==> src/rtl/spim_pkg.sv <==
package spim_pkg;

    // Status flags kept by the buffer/status unit.
    typedef struct packed {
        logic full;
        logic wcol;
        logic ovf;
        logic irq;
    } spim_flags_t;

    localparam spim_flags_t SPIM_FLAGS_RST = '{full: 1'b0, wcol: 1'b0, ovf: 1'b0, irq: 1'b0};

endpackage

==> src/rtl/spim_tick.sv <==
// Fixed divider: one tick per DIV enabled cycles while a transfer runs.
module spim_tick #(
    parameter int DIV = 2
) (
    input  logic clk,
    input  logic rst_n,
    input  logic busy,
    input  logic clk_en,
    output logic tick
);
    localparam int CW = (DIV > 1) ? $clog2(DIV) : 1;
    localparam logic [CW-1:0] LAST = CW'(DIV - 1);

    typedef struct packed {
        logic [CW-1:0] cnt;
    } tick_st_t;

    tick_st_t st_d, st_q;

    always_comb begin
        st_d = st_q;
        if (!busy) begin
            st_d.cnt = '0;
        end else if (clk_en) begin
            st_d.cnt = (st_q.cnt == LAST) ? '0 : st_q.cnt + 1'b1;
        end
    end

    always_ff @(posedge clk or negedge rst_n) begin
        if (!rst_n) st_q <= '0;
        else        st_q <= st_d;
    end

    assign tick = busy && clk_en && (st_q.cnt == LAST);

endmodule

==> src/rtl/spim_seq.sv <==
// Half-bit sequencer: transfer state, half-bit index and serial clock.
module spim_seq #(
    parameter int DW = 8
) (
    input  logic clk,
    input  logic rst_n,
    input  logic start,
    input  logic port_en,
    input  logic tick,
    input  logic cpol,
    input  logic early_out,
    output logic busy,
    output logic ph_odd,
    output logic done,
    output logic sck
);
    localparam int HALVES = 2 * DW;
    localparam int PW = $clog2(HALVES);
    localparam logic [PW-1:0] PH_LAST = PW'(HALVES - 1);

    typedef struct packed {
        logic          busy;
        logic [PW-1:0] ph;
    } seq_st_t;

    seq_st_t st_d, st_q;

    always_comb begin
        st_d = st_q;
        if (!port_en) begin
            st_d.busy = 1'b0;
            st_d.ph   = '0;
        end else if (start) begin
            st_d.busy = 1'b1;
            st_d.ph   = '0;
        end else if (tick) begin
            if (st_q.ph == PH_LAST) begin
                st_d.busy = 1'b0;
                st_d.ph   = '0;
            end else begin
                st_d.ph = st_q.ph + 1'b1;
            end
        end
    end

    always_ff @(posedge clk or negedge rst_n) begin
        if (!rst_n) st_q <= '0;
        else        st_q <= st_d;
    end

    assign busy   = st_q.busy;
    assign ph_odd = st_q.ph[0];
    assign done   = tick && port_en && (st_q.ph == PH_LAST);

    // early_out=1: even halves idle, odd halves active.
    // early_out=0: even halves active, odd halves idle.
    always_comb begin
        if (st_q.busy) sck = cpol ^ (early_out ? st_q.ph[0] : ~st_q.ph[0]);
        else           sck = cpol;
    end

endmodule

==> src/rtl/spim_shift.sv <==
// Transmit and receive shift registers.
module spim_shift #(
    parameter int DW = 8
) (
    input  logic          clk,
    input  logic          rst_n,
    input  logic          load,
    input  logic [DW-1:0] load_data,
    input  logic          tick,
    input  logic          ph_odd,
    input  logic          late_samp,
    input  logic          miso,
    output logic          mosi,
    output logic [DW-1:0] rx_next
);
    typedef struct packed {
        logic [DW-1:0] tx;
        logic [DW-1:0] rx;
    } sh_st_t;

    sh_st_t st_d, st_q;
    logic   sample;
    logic   launch;

    // Mid-bit sample closes an even half; end-of-bit sample closes an odd half.
    assign sample  = tick && (late_samp ? ph_odd : !ph_odd);
    assign launch  = tick && ph_odd;
    assign rx_next = sample ? {st_q.rx[DW-2:0], miso} : st_q.rx;

    always_comb begin
        st_d = st_q;
        if (load) begin
            st_d.tx = load_data;
            st_d.rx = '0;
        end else begin
            if (launch) st_d.tx = {st_q.tx[DW-2:0], 1'b0};
            st_d.rx = rx_next;
        end
    end

    always_ff @(posedge clk or negedge rst_n) begin
        if (!rst_n) st_q <= '0;
        else        st_q <= st_d;
    end

    assign mosi = st_q.tx[DW-1];

endmodule

==> src/rtl/spim_status.sv <==
// Receive buffer and sticky status flags.
module spim_status
    import spim_pkg::*;
#(
    parameter int DW = 8
) (
    input  logic          clk,
    input  logic          rst_n,
    input  logic          wr_en,
    input  logic          busy,
    input  logic          rd_en,
    input  logic          done,
    input  logic [DW-1:0] rx_next,
    input  logic          irq_clr,
    input  logic          wcol_clr,
    input  logic          ovf_clr,
    output logic [DW-1:0] rbuf,
    output spim_flags_t   flags
);
    typedef struct packed {
        logic [DW-1:0] rbuf;
        spim_flags_t   fl;
    } stat_st_t;

    stat_st_t st_d, st_q;

    always_comb begin
        st_d = st_q;
        if (rd_en)    st_d.fl.full = 1'b0;
        if (wcol_clr) st_d.fl.wcol = 1'b0;
        if (ovf_clr)  st_d.fl.ovf  = 1'b0;
        if (irq_clr)  st_d.fl.irq  = 1'b0;
        if (wr_en && busy) st_d.fl.wcol = 1'b1;
        if (done) begin
            st_d.fl.irq = 1'b1;
            if (st_q.fl.full) begin
                st_d.fl.ovf = 1'b1;
            end else begin
                st_d.rbuf = rx_next;
            end
            st_d.fl.full = 1'b1;
        end
    end

    always_ff @(posedge clk or negedge rst_n) begin
        if (!rst_n) begin
            st_q.rbuf <= '0;
            st_q.fl   <= SPIM_FLAGS_RST;
        end else begin
            st_q <= st_d;
        end
    end

    assign rbuf  = st_q.rbuf;
    assign flags = st_q.fl;

endmodule

==> src/rtl/spim_top.sv <==
module spim_top
    import spim_pkg::*;
#(
    parameter int DW  = 8,
    parameter int DIV = 2
) (
    input  logic          clk,
    input  logic          rst_n,
    input  logic          clk_en,
    input  logic          port_en,
    input  logic          cpol,
    input  logic          early_out,
    input  logic          late_samp,
    input  logic          wr_en,
    input  logic [DW-1:0] wr_data,
    input  logic          rd_en,
    output logic [DW-1:0] rd_data,
    output logic          buf_full,
    output logic          wr_coll,
    output logic          rx_ovf,
    output logic          irq_flag,
    input  logic          irq_en,
    output logic          wake,
    input  logic          irq_clr,
    input  logic          wcol_clr,
    input  logic          ovf_clr,
    output logic          sck,
    output logic          mosi,
    input  logic          miso,
    output logic          cs_n
);
    logic          busy;
    logic          tick;
    logic          ph_odd;
    logic          done;
    logic          start;
    logic [DW-1:0] rx_next;
    spim_flags_t   flags;

    assign start = wr_en && !busy && port_en;

    spim_tick #(.DIV(DIV)) tick_i (
        .clk    (clk),
        .rst_n  (rst_n),
        .busy   (busy),
        .clk_en (clk_en),
        .tick   (tick)
    );

    spim_seq #(.DW(DW)) seq_i (
        .clk       (clk),
        .rst_n     (rst_n),
        .start     (start),
        .port_en   (port_en),
        .tick      (tick),
        .cpol      (cpol),
        .early_out (early_out),
        .busy      (busy),
        .ph_odd    (ph_odd),
        .done      (done),
        .sck       (sck)
    );

    spim_shift #(.DW(DW)) shift_i (
        .clk       (clk),
        .rst_n     (rst_n),
        .load      (start),
        .load_data (wr_data),
        .tick      (tick),
        .ph_odd    (ph_odd),
        .late_samp (late_samp),
        .miso      (miso),
        .mosi      (mosi),
        .rx_next   (rx_next)
    );

    spim_status #(.DW(DW)) status_i (
        .clk      (clk),
        .rst_n    (rst_n),
        .wr_en    (wr_en),
        .busy     (busy),
        .rd_en    (rd_en),
        .done     (done),
        .rx_next  (rx_next),
        .irq_clr  (irq_clr),
        .wcol_clr (wcol_clr),
        .ovf_clr  (ovf_clr),
        .rbuf     (rd_data),
        .flags    (flags)
    );

    assign buf_full = flags.full;
    assign wr_coll  = flags.wcol;
    assign rx_ovf   = flags.ovf;
    assign irq_flag = flags.irq;
    assign wake     = flags.irq && irq_en;
    assign cs_n     = !busy;

endmodule

==> config.mk <==
export PLATFORM = sky130hd
export DESIGN_NAME = spim_top
export DESIGN_NICKNAME = d
export VERILOG_FILES = /design/src/rtl/spim_pkg.sv /design/src/rtl/spim_tick.sv /design/src/rtl/spim_seq.sv /design/src/rtl/spim_shift.sv /design/src/rtl/spim_status.sv /design/src/rtl/spim_top.sv
export SDC_FILE = /design/constraint.sdc
export NUM_CORES = 1
export LEC_CHECK = 0
export BUFFER_PORTS_ARGS = -buffer_cell sky130_fd_sc_hd__buf_4
export CAP_MARGIN = 20
export CORE_MARGIN = 10
export CORE_UTILIZATION = 53
export DETAILED_ROUTE_END_ITERATION = 7
export PLACE_DENSITY = 0.86
export SLEW_MARGIN = 20
export SYNTH_ARGS = -nofsm -noshare
export SYNTH_HDL_FRONTEND = slang
export SYNTH_SLANG_ARGS = --single-unit
==> constraint.sdc <==
create_clock -name clk -period 2.3 [get_ports clk]
set_clock_uncertainty 0.2 [all_clocks]
set_input_delay 0.46 -clock clk [delete_from_list [all_inputs] [get_ports clk]]
set_output_delay 0.46 -clock clk [all_outputs]
set_load 0.02 [all_outputs]
==> results.toml <==
[critical_path]
r2r_setup_slack_ps = 380
path_common_cell = "sky130_fd_sc_hd__xnor2_1"
worst_setup_path_endpoint = "sck"
critPathBufInv = 1
worst-setup-path-type = "flop to output port"
worstSetupStartpoint = "seq_i.ph_odd$_DFFE_PN0P_"
critical_path_sink_type = "output port"
timing.critical_path.from_type = "flop"
cpMaxStageDelayCell = "sky130_fd_sc_hd__dfrtp_1"
timing.critical_path.cells = "xnor2_1 > nand2_1 > xnor2_1 > buf_4"
reg2regPathDepth = 4
timing.rr.start = "seq_i.ph_odd$_DFFE_PN0P_"
critical_path_depth = 4
crit_path_max_fanout = 9
cpPeakStageDelay_ps = 510
worst_path_dominant_cell_family = "flip-flops"
cp_data_required_time_ps = 1640
critPathArrivalTime_ps = 1450
worst_r2r_endpoint = "status_i.flags[1]$_DFF_PN0_"

[detailed_routing]
drt_first_pass_iters = 4
routed-via-count = 1346
remaining_drc_errors = 0
totalWireLength_um = 4205
wire_per_inst_um = 18.13
route.detailed.vias_per_inst = 5.802
number_of_violations_reported_at_the_end_of_detailed_routing_iteration_0 = 74
ant_nets = 0

[power_and_ir_drop]
p_leak_nw = 0.9673
power_report.internal_total_mw = 1.017
maximum_vdd_drop_uv = 357.2
clock_power_share_pct = 25.5
power.share.combinational_pct = 23.4
power_switching_share_pct = 26.42
pwr_density_cell_nw_per_um2 = 676.2
net-switching-power_uw = 365.1
sequentialPowerShare_pct = 51.1

[cts]
cts_hold_buffers = 1
cts_made_buffers = 5
root_buffer = "sky130_fd_sc_hd__clkbuf_4"
cts_max_level = 2
insertion_delay_ps = 350
cts_tree = "built"
worst_setup_hold_path_clk_slew_ps = 110
post_cts_resize_count = 0
cts_buffer_depth = 2
cts_setup_buffers = 0
numClockSinks = 34

[floorplanning]
die_x_um = 75.99
design.core.area_um2 = 3028
vertical_die_dimension_um = 75.99
floorplan.io_pins = 38
initial_core_util_pct = 54.88
die_ar_um2 = 5774
floorplan.rows = 20

[timing]
relative_slew_margins_pct = 57.41
max_slew.worst_pin.slew_ps = 636.7
setup_viol = 0
setup_repair_after_global_routing_missed_its_margin = "false"
fin_crit_sh_pct = 91.58
period_needed_ps = 2106
setup_ws_ps = 193.7
hold_viol_final = 0
report.final.slew_viol_count = 0
max_freq_ghz = 0.4748
finalSetupTns_ps = 0

[hold_path]
worstHoldPathType = "primary input to flop"

[global_routing]
maximum_number_of_pins_on_one_net_before_global_route_repair = 35
antenna_violations_before_repair = 0
grt_overflow = 0
first_global_vias = 1363
track_usage_pct = 14.46
grt_pass1_wl_um = 6824

[cells_and_area]
final_util_pct = 67.48
final_nets = 210
flow.area_growth_from_synthesis_pct = 22.97
insertedDiodeCount = 0
filler_cell_count = 255
drive_above_1_share_pct = 34.57
most-common-layout-cells = "sky130_fd_sc_hd__buf_4 (40), sky130_fd_sc_hd__dfrtp_1 (34), sky130_fd_sc_hd__nand3_1 (14), sky130_fd_sc_hd__mux2_4 (14), sky130_fd_sc_hd__o21ai_0 (12)"
commonest_non_fill_non_tap_cell_in_the_layout = "sky130_fd_sc_hd__buf_4"

[yosys]
syn_inst = 147
syn-num-nets = 170
synth_sequential_area_ratio_pct = 51.20
ys_seq_elements = 34
synth_area_um2 = 1662
synth.lib_cells_used.distinct = 30
synth.avg_cell_area_um2 = 11.30
synthesis.yosys.warnings = 0

[job]
max-cap-violations = 0

[status]
status = "complete, no violations"

[placed_design]
dp_slack_ps = 422.3
number_of_i_o_port_buffers = 37
routability_cong = 0.8998
hpwl_um = 2979
## metrics by stage
stage	hold slack (ps)	cell area, µm²	power, mW	cells
global route	79.88	2043	1.444	232
floorplan	-35.59	1662	0.9357	147
CTS	70.81	2043	1.396	232
global placement	221.6	1973	1.026	223
detailed placement	227.4	1973	1.040	223
finish	89.91	2043	1.382	232
## worst reg2reg max path: stages (launching register included)
cell and delay, ps:
sky130_fd_sc_hd__dfrtp_1 550, sky130_fd_sc_hd__ha_1 280, sky130_fd_sc_hd__and3_1 400, sky130_fd_sc_hd__nand3_1 180, sky130_fd_sc_hd__o22ai_1 210
## worst min-delay path by stage
stage | to | from | cells after the start
2_1_floorplan | seq_i.busy$_DFFE_PN0P_ | rst_n | 0
3_3_place_gp | shift_i.st_q[11]$_DFFE_PN0P_ | rst_n | 1
3_5_place_dp | shift_i.st_q[10]$_DFFE_PN0P_ | rst_n | 1
4_1_cts | status_i.flags[2]$_DFFE_PN0P_ | wcol_clr | 2
5_1_grt | status_i.flags[2]$_DFFE_PN0P_ | wcol_clr | 2
6_report | status_i.flags[2]$_DFFE_PN0P_ | wcol_clr | 2
## final cells by class
cell class | instances | area [µm²] | share of cell area, %
Clock buffer | 7 | 55.05 | 2.694
Sequential cell | 34 | 850.8 | 41.64
Clock inverter | 1 | 5.005 | 0.2449
Timing Repair Buffer | 41 | 310.3 | 15.19
Tap cell | 44 | 55.05 | 2.694
Multi-Input combinational cell | 97 | 737.0 | 36.07
Inverter | 8 | 30.03 | 1.470
## synth_stat cells
cell type / count / area share [%]
sky130_fd_sc_hd__dfrtp_1: 34 / 51
sky130_fd_sc_hd__mux2_4: 14 / 13
sky130_fd_sc_hd__nand3_1: 14 / 4.2
sky130_fd_sc_hd__o21ai_0: 12 / 3.6
sky130_fd_sc_hd__a21oi_1: 11 / 3.3
sky130_fd_sc_hd__a41oi_1: 9 / 4.7
sky130_fd_sc_hd__a31oi_1: 8 / 3.0
sky130_fd_sc_hd__nand2_1: 8 / 1.8
sky130_fd_sc_hd__inv_1: 7 / 1.6
sky130_fd_sc_hd__xnor2_1: 4 / 2.1
sky130_fd_sc_hd__clkbuf_1: 3 / 0.68
sky130_fd_sc_hd__buf_2: 2 / 0.60
sky130_fd_sc_hd__nor2_1: 2 / 0.45
sky130_fd_sc_hd__o22ai_1: 2 / 0.75
sky130_fd_sc_hd__xor2_1: 2 / 1.1
sky130_fd_sc_hd__a311oi_1: 1 / 0.53
sky130_fd_sc_hd__and2_1: 1 / 0.38
sky130_fd_sc_hd__and3_1: 1 / 0.38
sky130_fd_sc_hd__and3_2: 1 / 0.45
sky130_fd_sc_hd__and3b_2: 1 / 0.60
sky130_fd_sc_hd__buf_1: 1 / 0.23
sky130_fd_sc_hd__buf_4: 1 / 0.45
sky130_fd_sc_hd__buf_6: 1 / 0.68
sky130_fd_sc_hd__clkinv_1: 1 / 0.23
sky130_fd_sc_hd__ha_1: 1 / 0.75
sky130_fd_sc_hd__nand3b_1: 1 / 0.45
sky130_fd_sc_hd__nor4_4: 1 / 1.3
sky130_fd_sc_hd__o21ai_4: 1 / 0.98
sky130_fd_sc_hd__o31ai_1: 1 / 0.45
sky130_fd_sc_hd__or3_1: 1 / 0.38
## cells by family (layout without fill, tap and decap cells)
group                    after synthesis  count (layout)  share of synthesized area, %
multiplexers                          14              14                         12.65
buffers and inverters                 16              57                         4.443
adder cells (fa/ha/maj)                1               1                        0.7529
flip-flops                            34              34                         51.21
AND/OR/NAND/NOR                       31              31                         10.39
XOR/XNOR                               6               6                         3.163
AO/OA/AOI/OAI                         45              45                         17.40
## metal layers
layer | GRT usage [%] | routed length (µm) | up-vias
met5 | 0 | 0 | -
met4 | 5.114 | 57 | 0
met3 | 6.014 | 247 | 7
met2 | 23.81 | 2098 | 52
met1 | 16.36 | 1802 | 665
li1 | - | - | 622
## state kept, by name, indices dropped and copies added (netlist names)
signal          flops
shift_i.mosi        1
shift_i.st_q       15
seq_i.st_q          3
seq_i.busy          1
seq_i.ph_odd        1
tick_i.st_q         1
status_i.rbuf       8
status_i.flags      4
## power by group through the flow
stage          sequential (mW)  combinational [mW]  clock, mW
2_1_floorplan            0.721               0.215          0
6_report                 0.707               0.323      0.352
5_1_grt                  0.716               0.344      0.384
3_3_place_gp             0.717               0.309          0
4_1_cts                  0.707               0.326      0.363
3_5_place_dp             0.719               0.321          0
No activity file was read; power rests on OpenSTA's default activity.
